===== src/rtl/hsnd_pkg.sv =====
package hsnd_pkg;

    typedef enum logic [1:0] {
        ST_IDLE  = 2'd0,
        ST_SEND  = 2'd1,
        ST_PAUSE = 2'd2,
        ST_STOP  = 2'd3
    } hsnd_state_e;

    // words the sender may still take after it sees a synchronized hold
    function automatic int unsigned grace_words(input int unsigned limit,
                                                input int unsigned stages);
        int unsigned lag;
        lag = stages + 1;
        return (limit > lag) ? (limit - lag) : 0;
    endfunction

endpackage


===== src/rtl/hsnd_sync.sv =====
module hsnd_sync #(
    parameter int unsigned STAGES  = 2,
    parameter logic        RST_VAL = 1'b0
) (
    input  logic clk,
    input  logic rst_n,
    input  logic d,
    output logic q
);

    logic [STAGES-1:0] chain;

    generate
        for (genvar g = 0; g < STAGES; g++) begin : g_stage
            if (g == 0) begin : g_first
                always_ff @(posedge clk or negedge rst_n) begin
                    if (!rst_n) chain[g] <= RST_VAL;
                    else        chain[g] <= d;
                end
            end else begin : g_next
                always_ff @(posedge clk or negedge rst_n) begin
                    if (!rst_n) chain[g] <= RST_VAL;
                    else        chain[g] <= chain[g-1];
                end
            end
        end
    endgenerate

    assign q = chain[STAGES-1];

endmodule


===== src/rtl/hsnd_budget.sv =====
module hsnd_budget #(
    parameter int unsigned GRACE = 13
) (
    input  logic clk,
    input  logic rst_n,
    input  logic hold_act,
    input  logic take,
    output logic spent
);

    localparam int unsigned CNT_W = (GRACE < 1) ? 1 : $clog2(GRACE + 1);
    localparam logic [CNT_W-1:0] CNT_MAX = CNT_W'(GRACE);

    logic [CNT_W-1:0] cnt;

    always_ff @(posedge clk or negedge rst_n) begin
        if (!rst_n) begin
            cnt <= '0;
        end else if (!hold_act) begin
            cnt <= '0;
        end else if (take && !spent) begin
            cnt <= cnt + 1'b1;
        end
    end

    assign spent = (cnt >= CNT_MAX);

endmodule


===== src/rtl/hsnd_out_stage.sv =====
module hsnd_out_stage #(
    parameter int unsigned DATA_W = 16
) (
    input  logic              clk,
    input  logic              rst_n,
    input  logic              take,
    input  logic [DATA_W-1:0] word_in,
    input  logic              abort_set,
    output logic [DATA_W-1:0] word_q,
    output logic              stb_q,
    output logic              abort_q
);

    always_ff @(posedge clk or negedge rst_n) begin
        if (!rst_n) begin
            word_q  <= '0;
            stb_q   <= 1'b0;
            abort_q <= 1'b0;
        end else begin
            stb_q   <= take;
            abort_q <= abort_set;
            if (take) word_q <= word_in;
        end
    end

endmodule


===== src/rtl/hold_aware_sender.sv =====
module hold_aware_sender
    import hsnd_pkg::*;
#(
    parameter int unsigned DATA_W      = 16,
    parameter int unsigned HOLD_LIMIT  = 16,
    parameter int unsigned SYNC_STAGES = 2
) (
    input  logic              clk,
    input  logic              rst_n,
    input  logic [DATA_W-1:0] in_data,
    input  logic              in_valid,
    output logic              in_ready,
    input  logic              rdy_line,
    input  logic              hold_n_async,
    output logic [DATA_W-1:0] out_word,
    output logic              out_stb,
    output logic              abort_flag
);

    localparam int unsigned GRACE = grace_words(HOLD_LIMIT, SYNC_STAGES);

    hsnd_state_e state, state_nxt;
    logic rdy_sync;
    logic hold_n_sync;
    logic hold_sync;
    logic budget_spent;
    logic take;
    logic abort_set;

    hsnd_sync #(.STAGES(SYNC_STAGES), .RST_VAL(1'b0)) u_rdy_sync (
        .clk   (clk),
        .rst_n (rst_n),
        .d     (rdy_line),
        .q     (rdy_sync)
    );

    hsnd_sync #(.STAGES(SYNC_STAGES), .RST_VAL(1'b1)) u_hold_sync (
        .clk   (clk),
        .rst_n (rst_n),
        .d     (hold_n_async),
        .q     (hold_n_sync)
    );

    assign hold_sync = ~hold_n_sync;
    assign take      = in_valid & in_ready;

    hsnd_budget #(.GRACE(GRACE)) u_budget (
        .clk      (clk),
        .rst_n    (rst_n),
        .hold_act (hold_sync),
        .take     (take),
        .spent    (budget_spent)
    );

    // state register
    always_ff @(posedge clk or negedge rst_n) begin
        if (!rst_n) state <= ST_IDLE;
        else        state <= state_nxt;
    end

    // transitions
    always_comb begin
        state_nxt = state;
        unique case (state)
            ST_IDLE:  if (rdy_sync) state_nxt = ST_SEND;              // session open
            ST_SEND: begin
                if (!rdy_sync)                      state_nxt = ST_STOP;  // session close
                else if (hold_sync && budget_spent) state_nxt = ST_PAUSE; // budget spent
            end
            ST_PAUSE: begin
                if (!rdy_sync)      state_nxt = ST_STOP;              // session close
                else if (!hold_sync) state_nxt = ST_SEND;             // resume
            end
            ST_STOP:  state_nxt = ST_IDLE;                            // drain done
            default:  state_nxt = ST_IDLE;
        endcase
    end

    // outputs
    always_comb begin
        in_ready  = 1'b0;
        abort_set = 1'b0;
        unique case (state)
            ST_IDLE:  in_ready = 1'b0;
            ST_SEND: begin
                in_ready  = rdy_sync & ~(hold_sync & budget_spent);
                abort_set = ~rdy_sync & in_valid;
            end
            ST_PAUSE: abort_set = ~rdy_sync & in_valid;
            ST_STOP:  in_ready = 1'b0;
            default:  in_ready = 1'b0;
        endcase
    end

    hsnd_out_stage #(.DATA_W(DATA_W)) u_out (
        .clk       (clk),
        .rst_n     (rst_n),
        .take      (take),
        .word_in   (in_data),
        .abort_set (abort_set),
        .word_q    (out_word),
        .stb_q     (out_stb),
        .abort_q   (abort_flag)
    );

endmodule


===== config.mk =====
export PLATFORM = sky130hd
export DESIGN_NAME = hold_aware_sender
export DESIGN_NICKNAME = d
export VERILOG_FILES = /design/src/rtl/hsnd_pkg.sv /design/src/rtl/hsnd_sync.sv /design/src/rtl/hsnd_budget.sv /design/src/rtl/hsnd_out_stage.sv /design/src/rtl/hold_aware_sender.sv
export SDC_FILE = /design/constraint.sdc
export NUM_CORES = 1
export LEC_CHECK = 0
export BUFFER_PORTS_ARGS = -buffer_cell sky130_fd_sc_hd__buf_2
export CELL_PAD_IN_SITES_DETAIL_PLACEMENT = 1
export CELL_PAD_IN_SITES_GLOBAL_PLACEMENT = 2
export CORE_ASPECT_RATIO = 1.25
export CORE_MARGIN = 4
export CORE_UTILIZATION = 30
export DETAILED_ROUTE_END_ITERATION = 16
export GPL_TIMING_DRIVEN = 0
export PLACE_DENSITY_LB_ADDON = 0.3
export RECOVER_POWER = 50
export SYNTH_ARGS = -nofsm -noshare
export SYNTH_HDL_FRONTEND = slang
export SYNTH_SLANG_ARGS = --single-unit

===== constraint.sdc =====
create_clock -name clk -period 2.5 [get_ports clk]
set_clock_uncertainty 0.15 [all_clocks]
set_input_delay 0.625 -clock clk [delete_from_list [all_inputs] [get_ports clk]]
set_output_delay 0.625 -clock clk [all_outputs]
set_load 0.02 [all_outputs]

==> results.txt, run 1 <==
Root Driver -> clkbuf_8
Area grow syn2layout -> 31.8%
DR vias -> 885
M1 GR Usage -> 13.3%
Starting Density -> 31.3%
Die width -> 66.7 um
Syn Inst Count -> 92
DR iter-0 viols -> 14
CP Data Required Time -> 1730 ps
Cell taking the most area after synthesis -> dfrtp_1
Number of synthesized flops with an enable pin -> 0
Pin count of the biggest net entering global routing -> 29
Row Count -> 26
Final ANT Viol Nets -> 0
Final core occ -> 41.2%
Fin Hold WS -> 219 ps
Ys flop type -> dfrtp_1
GRT overflow -> 0
Largest fanout on the critical path -> 3
Synth top area share -> 50.3%
MaxCap Viol Count -> 1
Synth top area cells -> dfrtp_1, mux2_4, ha_1
Core area -> 4130 um2
Seq/Total Area, Yosys -> 54.4%
CP arrival -> 1670 ps
Crit path launch type -> register
First-pass GRT wire length -> 4460 um
Die area -> 5430 um2
DRC viols -> 0
Placer Congestion -> 0.795
Post-Syn Area per Cell -> 14.0 um2
Failing checks -> capacitance limit, slew limit
Post-synth ARST share -> 100%
Pin slew with the least headroom to its limit -> 1510 ps
Hold-fix buffers, CTS -> 0
Pwr per Cell Area -> 1100 nW/um2
Placed instance area -> 1560 um2
Met3 global-route usage -> 2.21%
Initial antenna violation count -> 0
Status -> complete, but fails checks
Inst Count DP -> 187
First drt pass iteration count -> 3
Synth Register Bits -> 28
Final HPWL DP -> 2060 um
Non-Filler Instances -> 197
All-Layer GR Usage -> 10.7%
Fmax achieved -> 409 MHz
Worst IR Drop VDD -> 0.476 mV
Die Span Y -> 81.4 um
Vias/cell -> 4.49
Fill cells -> 470
Post-route minimum period -> 2440 ps
IO Pins -> 40
CTS tree -> yes
Ant. Diodes -> 0
Pre-CTS worst setup slack -> 118 ps
Hold Crit Class -> reg -> reg
Gr busiest metal -> met2
Final Instance Area -> 1700 um2
Sink Count -> 28
Yosys warnings -> 0
Final period utilization -> 97.8%
IO buf count -> 39
H-tree depth -> 1
CTS clk-pin slew, worst paths -> 100 ps
Netlist cell types -> 35
Count leader, synth -> dfrtp_1
Most frequent cells after synthesis -> dfrtp_1, mux2_4, ha_1, mux2_2, inv_1
Final Setup Violations -> 0
Final WL -> 2770 um
Final Hold Viols -> 0
Vias in the first global route -> 973
Nets -> 170
Max-slew violation count -> 29
CP endpoint kind -> output port
Net Count, Synth -> 120
Met2 Use GR -> 18.1%
Proportion of layout cells with a drive suffix above 1 -> 53.2%
WL/cell -> 14.1 um
Relative slew margins -> -0.788%
Worst-Skew Late Latency -> 270 ps
Setup CP Type -> reg -> out
Setup ws final -> 55.1 ps
Leakage -> 0.838 nW
Clock buffer count from CTS -> 3
Mapped Area -> 1290 um2
Max Buffers Root-to-Sink -> 2
final cells by class:
class,instances,area [um2],area share [%]
Buffer,2,25.0,1.47
Clock buffer,3,41.3,2.42
Clock inverter,1,30.0,1.76
Inverter,6,22.5,1.32
Multi-Input combinational cell,56,568,33.3
Sequential cell,28,703,41.3
Tap cell,56,70.1,4.11
Timing Repair Buffer,45,244,14.3
path summary, 6_finish.rpt:
check,start,end,slack (ps),depth (start not counted)
min in group asynchronous,rst_n,u_out.word_q[5]$_DFFE_PN0P_,550,1
hold / removal,u_hold_sync.chain[0]$_DFF_PN1_,u_hold_sync.q$_DFF_PN1_,220,0
hold reg to reg,u_hold_sync.chain[0]$_DFF_PN1_,u_hold_sync.q$_DFF_PN1_,220,0
setup reg to reg,u_budget.cnt[0]$_DFFE_PN0P_,u_out.word_q[11]$_DFFE_PN0P_,430,8
max in group asynchronous,rst_n,state[0]$_DFFE_PN0P_,770,1
setup / recovery,u_budget.cnt[0]$_DFFE_PN0P_,in_ready,60,6
metrics by stage:
step / total power [W] / setup TNS (ps)
final: 0.00187 / 0
after global routing: 0.00199 / -2.35
after CTS: 0.00189 / 0
after detailed placement: 0.00151 / 0
after global placement: 0.00148 / 0
after floorplan: 0.00125 / 0
power by group:
part,internal [W],switching [W]
logic,0.000381,0.000430
registers,0.000615,0.0000910
clock network,0.000214,0.000140
routing by layer:
metal  wire length [um]  up-vias  share of wire, %
li1                   -      420                 -
met1               1170      438                42
met2               1440       25                52
met3                140        2               5.1
met4                 15        0              0.54
met5                  0        -                 0
state kept, by name, indices dropped and copies added (netlist names):
name and count:
u_out.abort_q 1, u_out.word_q 16, u_rdy_sync.q 1, u_budget.cnt 4, u_hold_sync.chain 1, state 2
u_hold_sync.q 1, u_out.stb_q 1, u_rdy_sync.chain 1
critical path: stages (launching register included):
cell	delay, ps
dfrtp_1	400
inv_2	50
ha_2	170
nor2b_4	130
or3_4	330
and3_4	190
buf_6	120
layout by cell type (no fill, tap or decap), drive strengths merged:
cell type | Yosys | layout
buf | 1 | 41
dfrtp | 26 | 26
mux2 | 16 | 16
clkbuf | 1 | 9
ha | 7 | 7
inv | 6 | 6
nor2 | 4 | 4
a21oi | 3 | 3
o21ai | 3 | 3
nand2 | 3 | 3
and3 | 2 | 2
dfstp | 2 | 2
or3 | 2 | 2
nor2b | 1 | 1
and3b | 1 | 1
o31ai | 1 | 1
nand2b | 1 | 1
a31oi | 1 | 1
a22oi | 1 | 1
nand4b | 1 | 1
o311ai | 1 | 1
o2111a | 1 | 1
nor3 | 1 | 1
mux2i | 1 | 1
xnor2 | 1 | 1
nor3b | 1 | 1
o221ai | 1 | 1
o32ai | 1 | 1
nand3 | 1 | 1
bufinv | 0 | 1
repair_timing:
action,CTS,global route
pin swaps,1,1
cloned,0,0
buffers inserted,3,3
gates resized for setup,7,4
setup endpoints to repair,1,1
cells by family after synthesis:
logic type / after synthesis / share of synthesized area [%]
multiplexers: 17 / 17.3
AND/OR/NAND/NOR: 18 / 9.97
AO/OA/AOI/OAI: 13 / 7.16
buffers and inverters: 8 / 3.68
flip-flops: 28 / 54.4
XOR/XNOR: 1 / 0.678
adder cells (fa/ha/maj): 7 / 6.78
Note: power is estimated with default switching activity, not from simulation.
==> run 2, diff against run 1 <==
- ABC_AREA: not set -> 1
- CORE_UTILIZATION: 30 -> 28
==> results.txt, run 2 <==
Root Driver -> clkbuf_8 (unchanged)
Yosys warnings -> 0 (unchanged)
CTS clk-pin slew, worst paths -> 100 ps (about the same)
Post-synth ARST share -> 100% (unchanged)
CTS tree -> yes (unchanged)
Hold Crit Class -> reg -> reg (unchanged)
Number of synthesized flops with an enable pin -> 0 (unchanged)
Hold EP -> u_hold_sync.q$_DFF_PN1_ (unchanged)
Final period utilization -> 93.5% (was 97.8%)
Hold-fix buffers, CTS -> 0 (unchanged)
Area grow syn2layout -> 26.4% (was 31.8%)
IO Pins -> 40 (unchanged)
First drt pass iteration count -> 2 (was 3)
Final ANT Viol Nets -> 0 (unchanged)
Hold_sp -> u_hold_sync.chain[0]$_DFF_PN1_ (unchanged)
Die width -> 68.0 um (was 66.7 um)
Register name with the most flops -> u_out.word_q (unchanged)
DR iter-0 viols -> 5 (was 14)
M1 GR Usage -> 14.4% (was 13.3%)
Met3 global-route usage -> 1.76% (was 2.21%)
Vias in the first global route -> 1142 (was 973)
Leakage -> 0.903 nW (was 0.838 nW)
Hold Path Stages -> 0 (unchanged)
Post-cts resize count -> 0 (was 7)
TNS Setup -> 0 ps (unchanged)
Core area -> 4390 um2 (was 4130 um2)
Final core occ -> 36.2% (was 41.2%)
Mapped Area -> 1260 um2 (was 1290 um2)
Setup Buffers After CTS -> 0 (was 3)
Most frequent cells after synthesis -> nand2_1, dfrtp_1, inv_1 (was dfrtp_1, mux2_4, ha_1, mux2_2, inv_1)
Ant. Diodes -> 0 (unchanged)
Final HPWL DP -> 2270 um (was 2060 um)
Max-slew violation count -> 0 (was 29)
Starting Density -> 28.7% (was 31.3%)
Final WL -> 2860 um (was 2770 um)
WL/cell -> 11.7 um (was 14.1 um)
Relative slew margins -> 0.621% (was -0.788%)
Pin slew with the least headroom to its limit -> 1490 ps (was 1510 ps)
Ys flop type -> dfrtp_1 (unchanged)
Cell taking the most area after synthesis -> dfrtp_1 (unchanged)
RR Startpoint -> state[1]$_DFFE_PN0P_ (was u_budget.cnt[0]$_DFFE_PN0P_)
Placer Congestion -> 0.708 (was 0.795)
Commonest non-fill, non-tap cell in the layout -> nand2_1 (was buf_2)
Max reg flops -> 16 (unchanged)
CP Data Required Time -> 1730 ps (about the same)
Post-Syn Area per Cell -> 8.80 um2 (was 14.0 um2)
MaxCap Viol Count -> 1 (unchanged)
Final Setup Violations -> 0 (unchanged)
Gr busiest metal -> met2 (unchanged)
Synth top area cells -> dfrtp_1, nand2_1, ha_1 (was dfrtp_1, mux2_4, ha_1)
First-pass GRT wire length -> 5090 um (was 4460 um)
Synth Register Bits -> 28 (unchanged)
Final Instance Area -> 1590 um2 (was 1700 um2)
Top Registers -> u_out.word_q (16), u_budget.cnt (4), state (2) (unchanged)
DR vias -> 1024 (was 885)
IO buf count -> 39 (unchanged)
Die Span Y -> 83.0 um (was 81.4 um)
FF-to-FF End -> u_out.word_q[7]$_DFFE_PN0P_ (was u_out.word_q[11]$_DFFE_PN0P_)
Worst-Skew Late Latency -> 270 ps (about the same)
Status -> complete, but fails checks (unchanged)
Vias/cell -> 4.20 (was 4.49)
Pwr per Cell Area -> 1100 nW/um2 (about the same)
Pin count of the biggest net entering global routing -> 29 (unchanged)
Synth top area share -> 51.7% (was 50.3%)
H-tree depth -> 1 (unchanged)
Setup CP Type -> reg -> out (unchanged)
All-Layer GR Usage -> 11.4% (was 10.7%)
Failing checks -> capacitance limit (was capacitance limit, slew limit)
Final Hold Viols -> 0 (unchanged)
Total Power -> 0.00175 W (was 0.00187 W)
Most frequent cells in the layout -> nand2_1, buf_2, dfrtp_1, inv_1, nand3_1 (was buf_2, dfrtp_1, mux2_4, mux2_2)
Count leader, synth -> nand2_1 (was dfrtp_1)
Netlist cell types -> 17 (was 35)
Fmax achieved -> 428 MHz (was 409 MHz)
Fin Hold WS -> 213 ps (was 219 ps)
Crit path launch type -> register (unchanged)
R2R cell count -> 9 (was 8)
Clock buffer count from CTS -> 3 (unchanged)
CP endpoint kind -> output port (unchanged)
Initial antenna violation count -> 0 (unchanged)
GRT overflow -> 0 (unchanged)
Largest fanout on the critical path -> 6 (was 3)
Seq/Total Area, Yosys -> 55.9% (was 54.4%)
Met2 Use GR -> 19.4% (was 18.1%)
Sink Count -> 28 (unchanged)
R2R setup slack -> 870 ps (was 430 ps)
Net Count, Synth -> 171 (was 120)
Max Buffers Root-to-Sink -> 2 (unchanged)
Die area -> 5640 um2 (was 5430 um2)
DRC viols -> 0 (unchanged)
Syn Inst Count -> 143 (was 92)
Post-route minimum period -> 2340 ps (was 2440 ps)
Placed instance area -> 1530 um2 (was 1560 um2)
Proportion of layout cells with a drive suffix above 1 -> 25.3% (was 53.2%)
CP arrival -> 1560 ps (was 1670 ps)
Worst IR Drop VDD -> 0.408 mV (was 0.476 mV)
RSZ-0062 raised after global routing -> false
Nets -> 215 (was 170)
Row Count -> 27 (was 26)
## run 2: cell types whose count changed in the layout (fill, tap and decap cells not counted), moves of 2 or more
cell / delta
buf_4: -3
mux2_2: -7
ha_1: +2
a21oi_1: -3
inv_1: +7
nand2_1: +69
and3_4: -2
nor2_1: +3
nand3_1: +8
mux2_4: -9
## run 2: per-stage QoR
step,std cells,setup slack [ps]
floorplan,143,674
global placement,240,513
detailed placement,240,470
CTS,244,139
global route,244,18.2
finish,244,163
## run 2: where the power goes
group          switching [W]  internal [W]  total (W)
logic               0.000445      0.000240   0.000685
registers          0.0000980      0.000611   0.000709
clock network       0.000143      0.000214   0.000358
total               0.000686       0.00106    0.00175
## run 2: how the worst max path moves through the flow
stage	from	end
2_1_floorplan	state[1]$_DFFE_PN0P_	in_ready
3_3_place_gp	u_budget.cnt[0]$_DFFE_PN0P_	in_ready
3_5_place_dp	state[1]$_DFFE_PN0P_	in_ready
4_1_cts	state[1]$_DFFE_PN0P_	in_ready
5_1_grt	state[1]$_DFFE_PN0P_	in_ready
6_report	state[1]$_DFFE_PN0P_	in_ready
## run 2: logic make-up after synthesis
kind of cell    count (synthesis)  share of synthesized area (%)
compound gates                  2                          0.994
xor+xnor                        1                          0.696
buf+inv                        16                           6.16
fa+ha+maj                       7                           6.96
flops                          28                           55.9
simple gates                   89                           29.3
## run 2: per-layer routing
layer  vias to the layer above  wire length (um)
met4                         0                27
met5                         -                 0
met1                       479              1210
li1                        521                 -
met2                        22              1500
met3                         2               114
## run 2: area by class of cell
cell class / count / area, um2
fillers: 566 / 2800
multi-input cells: 99 / 478
inverters: 13 / 51.3
repair buffers: 39 / 189
clock buffers: 3 / 41.3
plain buffers: 3 / 26.3
well taps: 58 / 72.6
flip-flops and latches: 28 / 703
clock inverters: 1 / 30.0
## run 2: worst max-delay path, stage by stage, from the launching register on
cell and delay (ps):
dfrtp_1 450, inv_1 130, ha_1 180, nand2_1 60, inv_1 110, nand2_1 130, inv_1 70, buf_2 150
